[src/rtl/pipe_redirect_pkg.sv]
package pipe_redirect_pkg;
  typedef enum logic [1:0] {
    SEL_SEQ  = 2'd0,
    SEL_BR   = 2'd1,
    SEL_TRAP = 2'd2
  } pc_src_e;
endpackage

[src/rtl/redirect_arb.sv]
module redirect_arb
  import pipe_redirect_pkg::*;
(
  input  logic    br_op,
  input  logic    br_taken,
  input  logic    ovf,
  output pc_src_e src,
  output logic    redirect
);
  logic br_hit;
  assign br_hit = br_op & br_taken;

  always_comb begin
    if (ovf)         src = SEL_TRAP;
    else if (br_hit) src = SEL_BR;
    else             src = SEL_SEQ;
  end

  assign redirect = ovf | br_hit;
endmodule

[src/rtl/flush_gen.sv]
module flush_gen #(
  parameter int NSTAGE = 3
) (
  input  logic              redirect,
  input  logic              stall,
  output logic [NSTAGE-1:0] kill
);
  // kill[0]: fetch, kill[1]: decode, kill[2]: execute
  for (genvar s = 0; s < NSTAGE; s++) begin : g_stage
    if (s == 1) begin : g_dec
      assign kill[s] = redirect | stall;
    end else begin : g_oth
      assign kill[s] = redirect;
    end
  end
endmodule

[src/rtl/npc_mux.sv]
module npc_mux
  import pipe_redirect_pkg::*;
#(
  parameter int               XLEN     = 32,
  parameter logic [XLEN-1:0]  TRAP_VEC = 32'h4000_0040
) (
  input  pc_src_e          src,
  input  logic [XLEN-1:0]  seq,
  input  logic [XLEN-1:0]  target,
  output logic [XLEN-1:0]  npc
);
  always_comb begin
    unique case (src)
      SEL_BR:   npc = target;
      SEL_TRAP: npc = TRAP_VEC;
      default:  npc = seq;
    endcase
  end
endmodule

[src/rtl/trap_pc_reg.sv]
module trap_pc_reg #(
  parameter int XLEN      = 32,
  parameter int INSN_BYTES = 4
) (
  input  logic            clk,
  input  logic            rst_n,
  input  logic            capture,
  input  logic [XLEN-1:0] fault_pc,
  output logic [XLEN-1:0] saved
);
  localparam logic [XLEN-1:0] STEP = XLEN'(INSN_BYTES);

  always_ff @(posedge clk or negedge rst_n) begin
    if (!rst_n)       saved <= '0;
    else if (capture) saved <= fault_pc + STEP;
  end
endmodule

[src/rtl/pipe_redirect_ctl.sv]
module pipe_redirect_ctl
  import pipe_redirect_pkg::*;
#(
  parameter int              XLEN       = 32,
  parameter int              INSN_BYTES = 4,
  parameter logic [XLEN-1:0] TRAP_VEC   = 32'h4000_0040
) (
  input  logic            clk,
  input  logic            rst_n,
  input  logic            mem_br_op,
  input  logic            mem_br_taken,
  input  logic [XLEN-1:0] mem_br_target,
  input  logic            ex_ovf,
  input  logic [XLEN-1:0] ex_pc,
  input  logic            hz_stall,
  input  logic [XLEN-1:0] seq_pc,
  output logic            flush_if,
  output logic            id_bubble,
  output logic            flush_ex,
  output logic            ex_wr_kill,
  output logic [1:0]      pc_sel,
  output logic [XLEN-1:0] next_pc,
  output logic [XLEN-1:0] trap_pc
);
  localparam int NSTAGE = 3;

  pc_src_e           src;
  logic              redirect;
  logic [NSTAGE-1:0] kill;

  redirect_arb u_arb (
    .br_op    (mem_br_op),
    .br_taken (mem_br_taken),
    .ovf      (ex_ovf),
    .src      (src),
    .redirect (redirect)
  );

  flush_gen #(.NSTAGE(NSTAGE)) u_flush (
    .redirect (redirect),
    .stall    (hz_stall),
    .kill     (kill)
  );

  npc_mux #(.XLEN(XLEN), .TRAP_VEC(TRAP_VEC)) u_npc (
    .src    (src),
    .seq    (seq_pc),
    .target (mem_br_target),
    .npc    (next_pc)
  );

  trap_pc_reg #(.XLEN(XLEN), .INSN_BYTES(INSN_BYTES)) u_tpc (
    .clk      (clk),
    .rst_n    (rst_n),
    .capture  (ex_ovf),
    .fault_pc (ex_pc),
    .saved    (trap_pc)
  );

  assign flush_if   = kill[0];
  assign id_bubble  = kill[1];
  assign flush_ex   = kill[2];
  assign ex_wr_kill = ex_ovf;
  assign pc_sel     = src;
endmodule

[config.mk]
export PLATFORM = sky130hd
export DESIGN_NAME = pipe_redirect_ctl
export DESIGN_NICKNAME = d
export VERILOG_FILES = /design/src/rtl/pipe_redirect_pkg.sv /design/src/rtl/redirect_arb.sv /design/src/rtl/flush_gen.sv /design/src/rtl/npc_mux.sv /design/src/rtl/trap_pc_reg.sv /design/src/rtl/pipe_redirect_ctl.sv
export SDC_FILE = /design/constraint.sdc
export NUM_CORES = 1
export LEC_CHECK = 0
export BUFFER_PORTS_ARGS = -buffer_cell sky130_fd_sc_hd__buf_2
export CAP_MARGIN = 20
export CORE_MARGIN = 10
export CORE_UTILIZATION = 43
export DETAILED_ROUTE_END_ITERATION = 10
export GPL_TIMING_DRIVEN = 0
export HOLD_SLACK_MARGIN = 0.03
export PLACE_DENSITY_LB_ADDON = 0.25
export SETUP_SLACK_MARGIN = 0.5
export SLEW_MARGIN = 20
export SYNTH_ARGS = -nofsm -noshare
export SYNTH_HDL_FRONTEND = slang
export SYNTH_SLANG_ARGS = --single-unit
[constraint.sdc]
create_clock -name clk -period 3.45 [get_ports clk]
set_input_delay 0.345 -clock clk [delete_from_list [all_inputs] [get_ports clk]]
set_output_delay 0.345 -clock clk [all_outputs]
set_load 0.03 [all_outputs]
==> metrics.txt, run 1 <==
Critical Path AT 1760 ps; top-area cell type share of the netlist area 0.374; post-synthesis compound-gate area fraction 0.261; clk sinks 32; Place WS 1150 ps; Final Cycle Share 0.609; Final setup viols 0; Seq cells post-synth 32; drc violations 0; Relative slew margins 0.537; Via density 5.38; final worst path period need about 2100 ps; Sw Share 0.366; Yosys cell types 34; final worst slack 1350 ps; post-CTS setup buffer count 0; synthesized area 0.00214 sq mm; vias 2635; hold_buf cts 0; DRT antenna net count 0; largest family of logic cells by synthesized area compound AO/OA/AOI/OAI gates; Slew @ Worst Pin 694 ps; max_cap viols 0; internal power 0.730 mW; RSZ-0062 raised after global routing no; pwr dens 363 mW/mm^2; CP Launch Type input pin; Hold Crit Class input pin to async pin; Logic pwr share 0.360; crit-path max FO 10; Peak VDD IR 0.000232 V; DRT iter0 DRCs about 130; Resize count post-CTS 0; antenna diode count 0; CP endpoint kind primary output; H-tree depth 2; die width a little over 90 um; Clock Pin Slew Worst Setup and Hold Paths approximately 70 ps; Leak 1.53 nW; Fin Setup TNS 0 ps; max reg flops 32; Clock power frac 0.267; Port Buffer Count 170; FMAX between 0.4 and 0.5 GHz; Area contributors post-synth dfrtp_1, a22o_1, or4_1; share of cells above drive strength 1 0.444; WL per Instance 18.1 um; Max Slew Vio Count 0; gpl congestion 0.811; status finished clean; Simple-Gate Fraction of Synth Area 0.245; Regs by FF count u_tpc.saved: 32 flops; clock latency on the worst-skew pair 270 ps; DRT Wirelength 8860 um; initial antenna violation count 0; mux share of post-synthesis cell area 0.0158; Flop pwr share 0.373; Worst Skew 0 ps; register area share after synthesis 0.374; synthesized area per cell between 8 and 9 sq um; total grt overflow 0; Main synth FF type dfrtp_1; TritonCTS clock tree done; CTS Buf Count 5; first-pass GRT wire length 14100 um; Reg with most FFs u_tpc.saved; hpwl dp 7430 um; Ports 172; share of flip-flops with an asynchronous set or reset 1.00; WS Path Type input pin to primary output; Post-Syn Nets 349; Root Buffer clkbuf_8; core area ~0.0048 sq mm; Synth Area in Adders 0.00584; vias in the first global route approximately 2700; Syn-to-layout area delta 48.1%; pin count of the biggest net entering global routing 33; synthesized instance count about 250; starting density of the core 0.448; most common cell in the netlist dfrtp_1; maximum clock path buffer count 2; YS warnings 0; post-synthesis xor/xnor area fraction 0.0490; GR Util All Layers 0.202; die area between 0.008 and 0.009 sq mm; DR pass1 iterations 4; Post-synth EDFFs 0; Synth area leader dfrtp_1; final hold vios 0; Placement Rows 25; Commonest cells post-synth dfrtp_1, a22o_1, nor2_1; layout net count 526; switching power 0.422 mW; Die Y 90.6 um; Worst Path Required between 3000 and 4000 ps
[worst max-delay path: stages]
cell,delay (ps)
clkbuf_1,150
inv_1,190
nand3_1,140
inv_1,140
clkbuf_1,370
a22o_1,220
buf_2,200
[power groups by stage]
stage                     combinational, mW  clock [mW]  sequential, mW
after floorplan                       0.168           0           0.509
after global placement                0.410           0           0.435
after detailed placement              0.416           0           0.437
after CTS                             0.418       0.311           0.430
after global routing                  0.448       0.329           0.434
final                                 0.414       0.308           0.430
[cell usage in the layout (no fill, tap or decap), types with 2 or more instances in the layout]
cell	count
mux2_2	3
xor2_1	4
o21ai_0	4
buf_4	3
nor2_1	27
nand2_1	13
or3_1	3
inv_1	6
a22o_1	30
dfrtp_1	32
a31oi_1	14
nand2b_1	2
a21oi_1	13
nand4_1	5
clkbuf_1	13
clkbuf_8	7
o31ai_1	10
o22a_1	2
buf_2	172
nand3_1	15
and3_1	2
or4_1	16
and4_1	2
nor4_1	5
nor3_1	2
o211ai_1	2
xnor2_1	8
[logic make-up (layout without fill, tap and decap cells)]
logic type      Yosys count  in the layout
simple gates             96             96
compound gates           77             77
flops                    32             32
buf+inv                  25            202
xor+xnor                 12             12
mux                       3              3
fa+ha+maj                 1              1
[path summary, 6_finish.rpt]
path | start | endpoint | slack, ps | cells after the start
worst max-delay path | ex_ovf | next_pc[27] | 1350 | 7
worst min-delay path | rst_n | u_tpc.saved[1] | 110 | 1
worst max register to register | u_tpc.saved[31] | u_tpc.saved[31] | 2680 | 2
worst min register to register | u_tpc.saved[0] | u_tpc.saved[0] | 500 | 1
max in group asynchronous | rst_n | u_tpc.saved[11] | 2880 | 1
min in group clk | ex_pc[0] | u_tpc.saved[0] | 300 | 2
[metal layers]
metal | vias up | wire [um] | track usage
li1 | 1298 | - | -
met1 | 1238 | 3670 | 0.245
met2 | 97 | 4530 | 0.354
met4 | 0 | 4 | 0.0119
met3 | 2 | 656 | 0.0632
met5 | - | 0 | 0
[through the flow]
| step | util | hold WS (ps) | instance area, sq um | std cells | power, mW |
|---|---|---|---|---|---|
| floorplan | - | 49.4 | 2140 | 246 | 0.677 |
| global placement | 0.643 | 430 | 3080 | 483 | 0.845 |
| detailed placement | 0.643 | 436 | 3080 | 483 | 0.853 |
| CTS | 0.663 | 143 | 3170 | 490 | 1.16 |
| global route | 0.663 | 159 | 3170 | 490 | 1.21 |
| finish | 0.663 | 113 | 3170 | 490 | 1.15 |
[area by class of cell]
class / count / area, sq um
inverters: 6 / 22.5
multi-input cells: 189 / 1230
clock buffers: 7 / 96.3
flip-flops and latches: 32 / 801
repair buffers: 170 / 851
plain buffers: 19 / 85.1
well taps: 67 / 83.8
fillers: 443 / 1610
Note: power is estimated with default switching activity, not from simulation.
==> inputs of run 2 (changes only) <==
CORE_UTILIZATION = 40   (was 43)
clock period = 2.1 ns   (was 3.45 ns; I/O delays follow)
==> metrics.txt, run 2 (synthesis results as in run 1) <==
Reg2Reg Depth 2 (unchanged); clock latency on the worst-skew pair 290 ps (+20 ps); first-pass GRT wire length 14800 um (+4.8%); worst setup path start ex_pc[3]; CP endpoint kind register; final worst slack 469 ps (-878 ps); Placement Rows 26 (+4.0%); Final Cycle Share 0.777; GR Util All Layers 0.211 (+0.00857); Logic pwr share 0.357 (-0.003); status finished clean; RSZ-0062 raised after global routing yes; Sw Share 0.369 (+0.00304); Via density 5.49 (+2.0%); WL per Instance 19.2 um (+6.2%); Clock power frac 0.297 (+0.030); antenna diode count 0 (unchanged); final worst path period need 1630 ps; footprint of the multi-input gates 0.00132 sq mm (+6.8%); Root Buffer clkbuf_8; Max Slew Vio Count 0 (unchanged); Hold Crit Class input pin to register; Syn-to-layout area delta 61.6%; Crit Reg-Reg Endpoint u_tpc.saved[20]; Peak VDD IR 0.000382 V (+64%); Reg area 801 sq um (unchanged); die area 0.00869 sq mm (+5.8%); Clock Pin Slew Worst Setup and Hold Paths 70 ps (about the same); most common cell after layout, fill and taps aside buf_2; initial antenna violation count 0 (unchanged); Fin Setup TNS 0 ps (unchanged); WS Path Type input pin to register; Ports 172 (unchanged); pin count of the biggest net entering global routing 33 (unchanged); maximum clock path buffer count 2 (unchanged); max_cap viols 0 (unchanged); final non-filler cell total 509 (+3.9%); TritonCTS clock tree done; crit-path max FO 6 (-4); die width 93.2 um (+2.9%); drc violations 0 (unchanged); Final setup viols 0 (unchanged); Worst R2R Start u_tpc.saved[20]; min-delay src ex_pc[2]; placed cell count 486 (+0.62%); DRT antenna net count 0 (unchanged); DP Area 0.00312 sq mm (+1.3%); crit path capture u_tpc.saved[20]; flop2flop setup slack 1350 ps (-1330 ps); Worst Path Required 2320 ps (-790 ps); gpl congestion 0.873 (+7.5%); vias 2793 (+6.0%); hpwl dp 7760 um (+4.5%); Slew @ Worst Pin 735 ps (+40.8 ps); Reg with most FFs u_tpc.saved; internal power 1.29 mW (+76%); vias in the first global route 2781 (+4.8%); Regs by FF count u_tpc.saved: 32 flops; final instance area 0.00346 sq mm (+9.1%); Critical Path AT 1850 ps (+90 ps); Flop pwr share 0.346 (-0.027); DRT iter0 DRCs 141 (+13%); DRT Wirelength 9770 um (+10%); hold_ws 113 ps (+0.275 ps); starting density of the core 0.417 (-0.0309); CP Launch Type input pin; Place WS 76.8 ps (-1070 ps); max reg flops 32 (unchanged); most frequent cells in the layout buf_2, dfrtp_1, a22o_1, nor2_1, buf_4; H-tree depth 2 (unchanged); Leak 1.67 nW (+9.2%); Worst Skew 0 ps (unchanged); core area 0.00514 sq mm (+7.4%); Port Buffer Count 170 (unchanged); FMAX ~0.6 GHz; share of cells above drive strength 1 0.513 (+0.0681); DR pass1 iterations 4 (unchanged); Relative slew margins 0.510 (-0.0272); pwr dens 589 mW/mm^2 (+62%); switching power 0.754 mW (+79%); layout net count 541 (+2.9%); filler instances 448 (+1.1%); total grt overflow 0 (unchanged); clk sinks 32 (unchanged); final hold vios 0 (unchanged); CTS Buf Count 5 (unchanged); Die Y 93.2 um (+2.9%)
[run 2: cell types whose count changed in the layout (fill, tap and decap cells not counted), moves of 4 or more]
| cell | change |
|---|---|
| buf_4 | +18 |
| buf_2 | -11 |
| clkbuf_1 | -7 |
| or4_1 | -6 |
| or4_4 | +6 |
| clkbuf_4 | +5 |
| clkbuf_2 | +4 |
[run 2: power by group through the flow]
stage	sequential [mW]	combinational, mW	clock, mW
final	0.706	0.729	0.606
after global routing	0.714	0.782	0.633
after CTS	0.705	0.709	0.612
after detailed placement	0.716	0.693	0
after global placement	0.714	0.684	0
after floorplan	0.836	0.279	0
[run 2: how the worst min path moves through the flow]
stage	endpoint	slack [ps]	depth (start not counted)
after floorplan	u_tpc.saved[0]	-90	0
after global placement	u_tpc.saved[14]	310	1
after detailed placement	u_tpc.saved[13]	320	1
after CTS	u_tpc.saved[0]	140	2
after global routing	u_tpc.saved[2]	140	2
final	u_tpc.saved[2]	110	2
[run 2: what timing repair did]
| item | in CTS | in global routing |
|---|---|---|
| endpoints found under the setup margin | 36 | 37 |
| pin swaps | 8 | 10 |
| endpoints found under the hold margin | 32 | 0 |
| resized for setup | 18 | 23 |
| gates cloned | 0 | 0 |
| buffers inserted | 7 | 7 |
| hold buffers | 1 | 0 |
[run 2: layout make-up]
cell class              count  area share
clock buffers               5      0.0199
multi-input cells         189       0.381
inverters                   6     0.00722
repair buffers            185       0.291
well taps                  70      0.0253
plain buffers              19      0.0329
clock inverters             3      0.0123
flip-flops and latches     32       0.231
[run 2: metal layers]
metal  up-vias  track usage  routed length (um)
li1       1336            -                   -
met1      1327        0.243                3940
met2       121        0.369                4970
met3         9       0.0647                 763
met4         0       0.0540                  93
met5         -            0                   0
[run 2: critical path: stages]
cell and delay (ps):
buf_8 80, ha_4 140, nand2_4 50, or4_4 480
buf_6 140, or4_4 540, a31oi_4 190
[run 2: through the flow]
step	total power, mW	utilization
final	2.04	0.674
after global routing	2.13	0.674
after CTS	2.03	0.648
after detailed placement	1.41	0.606
after global placement	1.40	0.606
after floorplan	1.12	-
==> inputs of run 3 (changes only) <==
clock period = 1.6 ns   (was 2.1 ns; I/O delays follow)
==> metrics.txt, run 3 (synthesis results as in run 1) <==
status complete, but fails checks; violated checks setup timing; clock latency on the worst-skew pair 280 ps (about the same); Slew @ Worst Pin 554 ps (-182 ps); most common cell after layout, fill and taps aside buf_2; Worst R2R Start u_tpc.saved[31]; worst setup path start ex_pc[5]; DRT iter0 DRCs 343 (+140%); Ports 172 (unchanged); H-tree depth 2 (unchanged); DRT Wirelength 14600 um (+49%); DR pass1 iterations 5 (+1); final hold vios 0 (unchanged); DRT antenna net count 0 (unchanged); WL per Instance 26.8 um (+40%); pin count of the biggest net entering global routing 33 (unchanged); first-pass GRT wire length 17900 um (+21%); Max Slew Vio Count 0 (unchanged); vias in the first global route 3233 (+16%); core area 0.00514 sq mm (unchanged); Via density 6.32 (+15%); TritonCTS clock tree done; Sw Share 0.380 (+0.0105); die width 93.2 um (unchanged); Worst Skew 0 ps (unchanged); Regs by FF count u_tpc.saved: 32 flops; die area 0.00869 sq mm (unchanged); CP endpoint kind register; Reg with most FFs u_tpc.saved; filler instances 213 (-52%); Peak VDD IR 0.000564 V (+48%); most frequent cells in the layout buf_2, buf_6, buf_4, dfrtp_1, a22o_4; initial antenna violation count 2 (+2); Syn-to-layout area delta 118%; Hold Crit Class input pin to register; final worst slack -53.2 ps (-522 ps); CP Launch Type input pin; final worst path period need 1650 ps; switching power 1.12 mW (+49%); Final setup viols 1 (+1); Critical Path AT 1830 ps (-20 ps); total grt overflow 0 (unchanged); Clock Pin Slew Worst Setup and Hold Paths 70 ps (about the same); crit-path max FO 6 (unchanged); Flop pwr share 0.318 (-0.028); Die Y 93.2 um (unchanged); CTS Buf Count 5 (unchanged); share of cells above drive strength 1 0.658 (+0.146); FMAX 0.605 GHz; pwr dens 633 mW/mm^2 (+7.4%); internal power 1.84 mW (+43%); drc violations 0 (unchanged); Worst Path Required 1780 ps (-540 ps); final non-filler cell total 543 (+6.7%); maximum clock path buffer count 2 (unchanged); Logic pwr share 0.462 (+0.105); hpwl dp 7920 um (+2.0%); max_cap viols 0 (unchanged); min-delay src ex_pc[1]; WS Path Type input pin to register; Final Cycle Share 1.03; layout net count 573 (+5.9%); GR Util All Layers 0.260 (+0.0496); placed cell count 486 (unchanged); Relative slew margins 0.631 (+0.121); Clock power frac 0.220 (-0.077); starting density of the core 0.417 (unchanged); clk sinks 32 (unchanged); gpl congestion 0.835 (-4.3%); vias 3434 (+23%); Hold Path Stages 2 (unchanged); RSZ-0062 raised after global routing yes; max reg flops 32 (unchanged); Port Buffer Count 170 (unchanged); Place WS -359 ps (-436 ps); Tot Pwr 2.96 mW (+45%); Leak 2.16 nW (+29%); Root Buffer clkbuf_8; Reg2Reg Depth 2 (unchanged); Placement Rows 26 (unchanged)
## run 3: cell count changes in the layout (fill, tap and decap cells not counted), moves of 12 or more
cell,before,now
buf_8,2,20
buf_4,21,33
buf_6,3,53
buf_2,161,115
a22o_1,30,0
a22o_4,0,30
## run 3: power groups by stage
stage	clock network (mW)	logic, mW	registers, mW
final	0.652	1.37	0.940
after floorplan	0	0.454	1.10
after global placement	0	0.994	0.936
after CTS	0.655	1.22	0.928
after detailed placement	0	1.01	0.941
after global routing	0.707	1.42	0.943
## run 3: metal layers
layer / share of wire / vias up / wire length (um) / GRT usage
met5: 0 / - / 0 / 0
met4: 0.075 / 0 / 1100 / 0.0925
met2: 0.52 / 301 / 7520 / 0.484
met3: 0.083 / 95 / 1210 / 0.0687
met1: 0.33 / 1640 / 4740 / 0.275
li1: - / 1398 / - / -
## run 3: final timing paths
| check | end | slack, ps |
|---|---|---|
| hold / removal | u_tpc.saved[1] | 110 |
| setup reg to reg | u_tpc.saved[31] | 760 |
| setup / recovery | u_tpc.saved[20] | -50 |
| min in group asynchronous | u_tpc.saved[12] | 430 |
| max in group asynchronous | u_tpc.saved[4] | 830 |
| hold reg to reg | u_tpc.saved[1] | 500 |
## run 3: stage by stage
step                      area, sq um  utilization  TNS [ps]  hold slack (ps)
after floorplan                  2550            -      -246             -136
after global placement           3490        0.678     -2520              250
after detailed placement         3490        0.678     -2690              264
after CTS                        4370        0.851         0             91.2
after global routing             4680        0.910     -76.8              104
final                            4680        0.910     -53.2              108
## run 3: final cells by class
type | instances | area, sq um | share of cell area
antenna | 2 | 5.00 | 0.00107
buffer | 19 | 235 | 0.0503
clock buffer | 8 | 90.1 | 0.0193
inverter | 6 | 47.5 | 0.0102
multi-input combinational | 189 | 1730 | 0.370
sequential | 32 | 801 | 0.171
tap | 70 | 87.6 | 0.0187
timing repair buffer | 217 | 1680 | 0.359
## run 3: repair_timing
item,CTS,global route
cloned,6,0
setup buffers,29,11
resized for setup,135,60
hold buffers,1,0
setup endpoints to repair,50,95
pin swaps,34,23
hold endpoints to repair,32,0
## run 3: critical path, stage by stage
cell,delay (ps)
buf_8,90
nand3_4,110
or4_4,560
buf_6,150
or4_4,490
a31oi_1,260
